===== src/rtl/bstamp_pkg.sv =====
package bstamp_pkg;
  // reference edges per counter advance
  localparam int REF_DIV = 4;
  localparam int REF_DIV_W = $clog2(REF_DIV);
  // synchroniser depth before edge detection
  localparam int SYNC_STAGES = 2;
endpackage


===== src/rtl/ref_edge_sync.sv =====
module ref_edge_sync
  import bstamp_pkg::*;
(
  input  logic clk,
  input  logic rst,
  input  logic ref_in,
  output logic rise
);
  // SYNC_STAGES flops plus one history flop for edge detection
  logic [SYNC_STAGES:0] sh;

  always_ff @(posedge clk) begin
    if (rst) sh <= '0;
    else     sh <= {sh[SYNC_STAGES-1:0], ref_in};
  end

  assign rise = sh[SYNC_STAGES-1] & ~sh[SYNC_STAGES];
endmodule


===== src/rtl/ref_tick_counter.sv =====
module ref_tick_counter
  import bstamp_pkg::*;
#(
  parameter int CW = 16
) (
  input  logic          clk,
  input  logic          rst,
  input  logic          en,
  input  logic          rise,
  input  logic [CW-1:0] wrap,
  output logic [CW-1:0] count,
  output logic          tick
);
  logic [REF_DIV_W-1:0] phase;

  assign tick = en & rise & (phase == REF_DIV_W'(REF_DIV - 1));

  always_ff @(posedge clk) begin
    if (rst || !en) begin
      phase <= '0;
      count <= '0;
    end else begin
      if (rise) phase <= tick ? '0 : phase + 1'b1;
      if (tick) count <= (count == wrap) ? '0 : count + 1'b1;
    end
  end

  // the counter moves only on a divided reference tick
  p_hold_r1: assert property (@(posedge clk) disable iff (rst)
    (en && !tick) |=> $stable(count));
  // the counter never passes the latched top value
  p_wrap_r2: assert property (@(posedge clk) disable iff (rst)
    en |-> (count <= wrap));
endmodule


===== src/rtl/batch_prescaler.sv =====
module batch_prescaler #(
  parameter int BW = 8
) (
  input  logic          clk,
  input  logic          rst,
  input  logic          en,
  input  logic          stb,
  input  logic [BW-1:0] batch,
  output logic          trig
);
  logic [BW-1:0] pcnt;
  logic [BW:0]   nxt;

  assign nxt  = {1'b0, pcnt} + 1'b1;
  // a batch of 0 behaves as 1: nxt is always at least 1
  assign trig = en & stb & (nxt >= {1'b0, batch});

  always_ff @(posedge clk) begin
    if (rst || !en)  pcnt <= '0;
    else if (stb)    pcnt <= trig ? '0 : nxt[BW-1:0];
  end

  // no trigger while disabled or without a strobe
  p_idle_r7: assert property (@(posedge clk) disable iff (rst)
    trig |-> (en && stb));
endmodule


===== src/rtl/batch_stamp.sv =====
module batch_stamp #(
  parameter int CW = 16,
  parameter int BW = 8
) (
  input  logic          clk,
  input  logic          rst,
  input  logic          en,
  input  logic          ref_clk_in,
  input  logic          sample_stb,
  input  logic [BW-1:0] batch_len,
  input  logic [CW-1:0] wrap_max,
  input  logic          ack,
  output logic [CW-1:0] stamp,
  output logic          stamp_vld,
  output logic          overflow
);
  logic [BW-1:0] cfg_batch;
  logic [CW-1:0] cfg_wrap;
  logic          rise, tick, trig, pend;
  logic [CW-1:0] count;

  always_ff @(posedge clk) begin
    if (rst) begin
      cfg_batch <= '0;
      cfg_wrap  <= '0;
    end else if (!en) begin
      cfg_batch <= batch_len;
      cfg_wrap  <= wrap_max;
    end
  end

  ref_edge_sync u_sync (.clk(clk), .rst(rst), .ref_in(ref_clk_in), .rise(rise));

  ref_tick_counter #(.CW(CW)) u_cnt (
    .clk(clk), .rst(rst), .en(en), .rise(rise),
    .wrap(cfg_wrap), .count(count), .tick(tick)
  );

  batch_prescaler #(.BW(BW)) u_pre (
    .clk(clk), .rst(rst), .en(en), .stb(sample_stb),
    .batch(cfg_batch), .trig(trig)
  );

  always_ff @(posedge clk) begin
    if (rst) begin
      stamp     <= '0;
      stamp_vld <= 1'b0;
      overflow  <= 1'b0;
      pend      <= 1'b0;
    end else begin
      stamp_vld <= trig;
      if (trig) stamp <= count;
      if (trig && pend && !ack) overflow <= 1'b1;
      pend <= en & (trig | (pend & ~ack));
    end
  end

  // the capture holds the count seen on the strobe
  p_stamp_r3: assert property (@(posedge clk) disable iff (rst)
    trig |=> (stamp == $past(count)));
  // each capture is announced in the next cycle
  p_vld_r5: assert property (@(posedge clk) disable iff (rst)
    trig |=> stamp_vld);
  // overflow is sticky
  p_sticky_r6: assert property (@(posedge clk) disable iff (rst)
    overflow |=> overflow);
  // configuration frozen while enabled
  p_cfg_r8: assert property (@(posedge clk) disable iff (rst)
    en |=> ($stable(cfg_batch) && $stable(cfg_wrap)));
endmodule


===== config.mk =====
export PLATFORM = sky130hd
export DESIGN_NAME = batch_stamp
export DESIGN_NICKNAME = d
export VERILOG_FILES = /design/src/rtl/bstamp_pkg.sv /design/src/rtl/ref_edge_sync.sv /design/src/rtl/ref_tick_counter.sv /design/src/rtl/batch_prescaler.sv /design/src/rtl/batch_stamp.sv
export SDC_FILE = /design/constraint.sdc
export NUM_CORES = 1
export LEC_CHECK = 0
export BUFFER_PORTS_ARGS = -buffer_cell sky130_fd_sc_hd__buf_2
export CORE_MARGIN = 3
export CORE_UTILIZATION = 52
export CTS_BUF_LIST = sky130_fd_sc_hd__clkbuf_16
export DETAILED_ROUTE_END_ITERATION = 7
export PLACE_DENSITY_LB_ADDON = 0.05
export SLEW_MARGIN = 25
export SYNTH_ARGS = -nofsm -noshare
export SYNTH_HDL_FRONTEND = slang
export SYNTH_HIERARCHICAL = 1
export SYNTH_SLANG_ARGS = --single-unit
export TNS_END_PERCENT = 10

===== constraint.sdc =====
create_clock -name clk -period 8 [get_ports clk]
set_input_delay 0 -clock clk [delete_from_list [all_inputs] [get_ports clk]]
set_output_delay 0 -clock clk [all_outputs]
set_load 0.02 [all_outputs]

## Yosys cells after proc, flatten, opt, wreduce, memory -nomap -nowiden

Index checks and enable logic that the tools add are counted.

- Bits in registers: 72
- Logic and storage cells: 34

- $add $sub $neg: 3
- Magnitude comparators: 1
- Equal/unequal tests: 2
- Multiplexer cells: 3
- Bitwise logic cells: 10
- Reductions and logical operators: 5

Operators with widths:

| kind | number |
|---|---|
| 16-bit by 1-bit adder with 16-bit output, second input constant | 1 |
| 16-bit equality test | 1 |
| 16-bit two-way mux | 1 |
| 8-bit by 1-bit adder with 9-bit output, second input constant | 1 |
| 9-bit by 8-bit >= comparator with 1-bit output | 1 |
| 8-bit two-way mux | 1 |
| 1-bit AND | 7 |
| 2-bit by 1-bit adder with 2-bit output, second input constant | 1 |
| 2-bit equality test, second input constant | 1 |
| 1-bit logical AND | 2 |
| 1-bit logical NOT | 2 |
| 2-bit two-way mux | 1 |
| 1-bit inverter | 2 |
| 1-bit logical OR | 1 |
| 1-bit bitwise OR | 1 |

## Depth between registers and ports, before layout

- Word-level depth: 5
- Mapped depth: 14
- Depth with buffers taken out: 12

## By module

Netlist, hierarchy kept.

By module, submodules not included:

| module | instances | cells an instance | area an instance (sq um) |
|---|---|---|---|
| batch_stamp | 1 | 138 | 1552.7 |
| ref_tick_counter | 1 | 110 | 962.2 |
| batch_prescaler | 1 | 82 | 683.2 |
| ref_edge_sync | 1 | 7 | 87.6 |

## Least setup slack after synthesis

No wires, ideal clock.

- Path type: register to register
- From: register u_pre.pcnt[2]
- To: register pend
- Arrival time: 2.868 ns
- Path slack: 5.016 ns
- Stages on the path, launching flop included: 13
- Period minus slack after synthesis: 2.984 ns
- Path through: dfxtp_1 -> nand3_1 -> nor3_1 -> xor2_1 -> ha_1 -> and3_4 -> a221o_1 -> a41oi_4 -> nand2_2 -> and3_1 -> buf_6 -> buf_12 -> o211a_1

- Longest elaborated chain between the ends: 5

RTL lines:

| item | line | text |
|---|---|---|
| start, declared | batch_prescaler.sv:11 | `logic [BW-1:0] pcnt;` |
| start signal, assigned | batch_prescaler.sv:20 | `else if (stb) pcnt <= trig ? '0 : nxt[BW-1:0];` |
| 8-bit by 1-bit adder with 9-bit output | batch_prescaler.sv:14 | `assign nxt = {1'b0, pcnt} + 1'b1;` |
| 9-bit by 8-bit >= comparator with 1-bit output | batch_prescaler.sv:16 | `assign trig = en & stb & (nxt >= {1'b0, batch});` |
| 1-bit AND | batch_prescaler.sv:16 |  |
| net trig | batch_stamp.sv:19 | `logic rise, tick, trig, pend;` |
| 1-bit bitwise OR | batch_stamp.sv:54 | `pend <= en & (trig \| (pend & ~ack));` |
| 1-bit AND | batch_stamp.sv:54 |  |
| end signal, assigned | batch_stamp.sv:54 |  |
| end, declared | batch_stamp.sv:19 |  |

The timed path passes the listed nets, and every way through them passes these cells.
A chain may end at the register's enable or synchronous reset.

## Worst setup path after layout

- From: register u_pre.pcnt[2]
- To: register overflow

- Longest elaborated chain between the ends: 5

RTL lines:

| item | line | text |
|---|---|---|
| 8-bit by 1-bit adder with 9-bit output | batch_prescaler.sv:14 |  |
| 9-bit by 8-bit >= comparator with 1-bit output | batch_prescaler.sv:16 |  |
| 1-bit AND | batch_prescaler.sv:16 |  |
| net trig | batch_stamp.sv:19 |  |
| 1-bit logical AND (2 in series) | batch_stamp.sv:53 | `if (trig && pend && !ack) overflow <= 1'b1;` |
| end signal, assigned | batch_stamp.sv:48 | `overflow <= 1'b0;` |
| end signal, assigned | batch_stamp.sv:53 |  |
| end, declared | batch_stamp.sv:15 | `output logic overflow` |

The timed path passes the listed nets, and every way through them passes these cells.

==> impl_summary.txt <==
----------------------------------------------------
[Outcome]
  Result of the run ... complete, no violations

[Worst hold path]
  Endpoint of the worst hold path ... overflow
  Start point of the worst min-delay path ... ack
  Class of the tightest hold or removal check ... in -> reg
  WHS Path Cells ... 3

[Place]
  Routability Congestion ... 0.8018
  Detailed placement HPWL ... 4556 µm
  # port buffers ... 47

[Critical path]
  Worst flop-to-flop path endpoint ... overflow
  Critical-path cell list ... nand3_1 > nor3_1 > xor2_1 > ha_1 > and3_4 > a221o_1 > a41oi_4 > nand2_2 > and3_2 > and2b_1 > a22o_1
  Worst reg-to-reg setup slack ... 4600 ps
  Critical path class ... reg -> reg
  Delay of the slowest cell on the worst path ... between 400 and 500 ps
  Standard cell with the maximum stage delay on the critical path ... sky130_fd_sc_hd__dfxtp_1
  Signal arrival time at the worst endpoint ... 3620 ps
  Crit Reg-Reg Startpoint ... u_pre/pcnt[2]
  Required arrival time at the worst endpoint ... 8210 ps
  Crit path launch type ... flop
  Endpoint type of the worst setup path ... flop
  Depth of the worst register-to-register path ... 11
  Largest fanout on the critical path ... 18

[Power]
  P_leak ... roughly 1.7 nW
  Power density cells ... between 200 and 250 nW/µm²
  Peak ir drop on the vdd network ... 0.0001673 V
  Final Power ... 846.3 µW

[Clock tree]
  Cell at the root of the clock tree ... sky130_fd_sc_hd__clkbuf_16
  Post-CTS clock slew at the launch and capture registers of the worst setup and hold paths ... 60 ps
  Post-CTS setup-driven buffer insertion count ... 0
  TritonCTS clock tree ... built
  Clock tree sinks ... 72
  Htree depth ... 3
  Number of cells upsized or downsized after cts ... 0
  Cts bufs inserted ... 9
  Clock tree buffer depth ... 2
  Clock latency at the later pin of the worst-skew pair ... 320 ps

[Timing]
  Sum Neg Setup Slack ... 0 ps
  Minimum hold slack ... 24.48 ps
  Worst slew margin relative to its limit ... between 40% and 50%
  Worst-case clock skew ... 7.192 ps
  Hold Vio Cnt, Final ... 0
  Slew Viols, Final ... 0
  Final setup violating endpoints ... 0
  Tcrit/Tclk final ... 42.55%
  Unrepaired setup endpoints after global routing ... no
  Slew @ Worst Pin ... 883.8 ps
  Fmax achieved ... 293.8 MHz
  Final critical path time including I/O delays and setup ... 3404 ps

[Floorplan]
  DIE AREA ... 7309 µm²
  Starting Density ... 54.53%
  Floorplan die height ... between 80 and 90 µm
  Cell Rows ... 28
  Core ar. ... 6026 µm²
  # IOs ... 48
  Overall die width ... 85.49 µm

[Finish]
  Number of nets in the layout ... 448
  Filler cell count in the final layout ... between 500 and 600
  Commonest cells after routing, fill and taps aside ... 72 x sky130_fd_sc_hd__dfxtp_1, 66 x sky130_fd_sc_hd__nor2_1, 47 x sky130_fd_sc_hd__buf_2, 42 x sky130_fd_sc_hd__mux2i_1, 25 x sky130_fd_sc_hd__dlygate4sd3_1
  Fin util ... 67.17%
  # diodes ... 0
  Sequential cell area in the final layout ... 1441 µm²
  Area of combinational cells with multiple inputs ... 1684 µm²
  Commonest non-fill, non-tap cell in the layout ... sky130_fd_sc_hd__dfxtp_1
  Proportion of layout cells with a drive suffix above 1 ... 16.26%
  Area delta synth->final ... 23.19%

[Synthesis]
  Post-synthesis cell type count ... 40
  Count of state elements after synthesis ... 72
  Mean cell area of the mapped netlist ... 9.750 µm²
  Area of the mapped netlist ... 3286 µm²
  Synthesized net count ... approximately 380
  Total number of yosys warnings ... 6
  Part of the Yosys area used for sequential elements ... a little over two fifths
  Number of instances in the synthesized netlist ... 337
  EDFF count, synth ... 0
  Top FF cell, synth ... sky130_fd_sc_hd__dfxtp_1
  Synth async-reset ratio ... 0%

[Detailed routing]
  Vias/cell ... just over 5
  Length of the first detailed-routing pass in iterations ... 4
  Post-detailed-route count of antenna-violating nets ... 0
  Number of DRC markers after the initial detailed-route iteration ... 58
  Detailed Route WL ... 6913 µm
  Routed wire per std cell ... 14.20 µm
  Total number of vias ... 2495
  # DRC ... 0

[Global routing]
  Pin count of the biggest net entering global routing ... 49
  First-pass GRT wire length ... 11740 µm
  Total gr overflow ... 0
  Antenna violations before repair ... 0
  Total track usage ... 20.21%
  Vias in the first global route ... about 2.5k

[Job]
  Max-cap check violation count ... 0

----------------------------------------------------
==> stage by stage <==
step	setup slack, ps	instances	instance area (µm²)
final	4596	487	4048
after global routing	4297	487	4048
after CTS	4382	487	4046
after detailed placement	4390	446	3491
after global placement	4469	446	3491
after floorplan	5016	337	3286
==> where the power goes <==
part | internal, mW | total (mW) | switching, mW | leakage, nW
Combinational | 0.0334 | 0.0647 | 0.0312 | 0.970
Sequential | 0.367 | 0.373 | 0.00564 | 0.585
Clock | 0.268 | 0.409 | 0.141 | 0.161
==> state kept, by name, summed over array words and instances, names as in the netlist <==
signal,flops
stamp_vld,1
u_cnt/count,16
cfg_batch,8
pend,1
stamp,16
u_sync/sh,3
cfg_wrap,16
u_pre/pcnt,8
u_cnt/phase,2
overflow,1
==> cell families after synthesis <==
kind of cell / after synthesis / synth area share, %
simple gates: 134 / 20.15
flops: 72 / 43.87
xor+xnor: 37 / 9.863
fa+ha+maj: 11 / 4.189
compound gates: 18 / 4.227
mux: 42 / 12.80
buf+inv: 23 / 4.912
==> critical path: cells and delay by family, from the launching register on <==
kind / cells / cell delay, ps
simple gates: 6 / 1500
compound gates: 3 / 850
flops: 1 / 430
fa+ha+maj: 1 / 280
xor+xnor: 1 / 230
==> worst max-delay path by stage <==
stage	from	slack [ps]	cells past startpoint	endpoint
2_1_floorplan	u_pre/pcnt[2]	5020	12	pend
3_3_place_gp	u_pre/pcnt[2]	4470	11	overflow
3_5_place_dp	u_pre/pcnt[2]	4390	11	overflow
4_1_cts	u_pre/pcnt[2]	4380	11	overflow
5_1_grt	u_pre/pcnt[2]	4300	11	overflow
6_report	u_pre/pcnt[2]	4600	11	overflow
==> synth_stat cells, types with 2 or more instances <==
library cell,number,area [µm²]
sky130_fd_sc_hd__nor3_1,5,25.02
sky130_fd_sc_hd__nor2_1,66,247.7
sky130_fd_sc_hd__nand4_1,8,50.05
sky130_fd_sc_hd__o21ai_1,4,20.02
sky130_fd_sc_hd__a21oi_1,3,15.01
sky130_fd_sc_hd__nand3b_1,6,45.04
sky130_fd_sc_hd__a21o_1,2,15.01
sky130_fd_sc_hd__nand2_1,8,30.03
sky130_fd_sc_hd__nand3_1,16,80.08
sky130_fd_sc_hd__a31oi_1,3,18.77
sky130_fd_sc_hd__inv_1,10,37.54
sky130_fd_sc_hd__buf_2,3,15.01
sky130_fd_sc_hd__xor2_1,13,113.9
sky130_fd_sc_hd__mux2i_1,42,420.4
sky130_fd_sc_hd__clkbuf_1,3,11.26
sky130_fd_sc_hd__dfxtp_1,72,1441
sky130_fd_sc_hd__buf_6,3,33.78
sky130_fd_sc_hd__nor2b_1,6,37.54
sky130_fd_sc_hd__nand4b_1,3,26.28
sky130_fd_sc_hd__ha_1,11,137.6
sky130_fd_sc_hd__buf_12,3,60.06
sky130_fd_sc_hd__nand2b_1,6,37.54
sky130_fd_sc_hd__xnor2_1,24,210.2
==> what timing repair did <==
action / 4_1_cts / 5_1_grt
setup endpoints to repair: 0 / 0
hold buffers: 25 / 0
endpoints found under the hold margin: 25 / 0
==> area by class of cell <==
| class | instances | area share (%) |
|---|---|---|
| clock buffers | 9 | 5.564 |
| clock inverters | 7 | 1.978 |
| well taps | 75 | 2.318 |
| flip-flops and latches | 72 | 35.61 |
| repair buffers | 72 | 11.99 |
| inverters | 10 | 0.9274 |
| multi-input cells | 242 | 41.61 |
==> routing by layer <==
metal  track usage (%)  routed length, µm  vias to the layer above
met5                 0                  0                        -
met2             35.81               3519                       42
met4             5.324                 31                        0
met1             24.44               3151                     1166
li1                  -                  -                     1283
met3             4.995                211                        4
(Power assumes the default switching activity.)
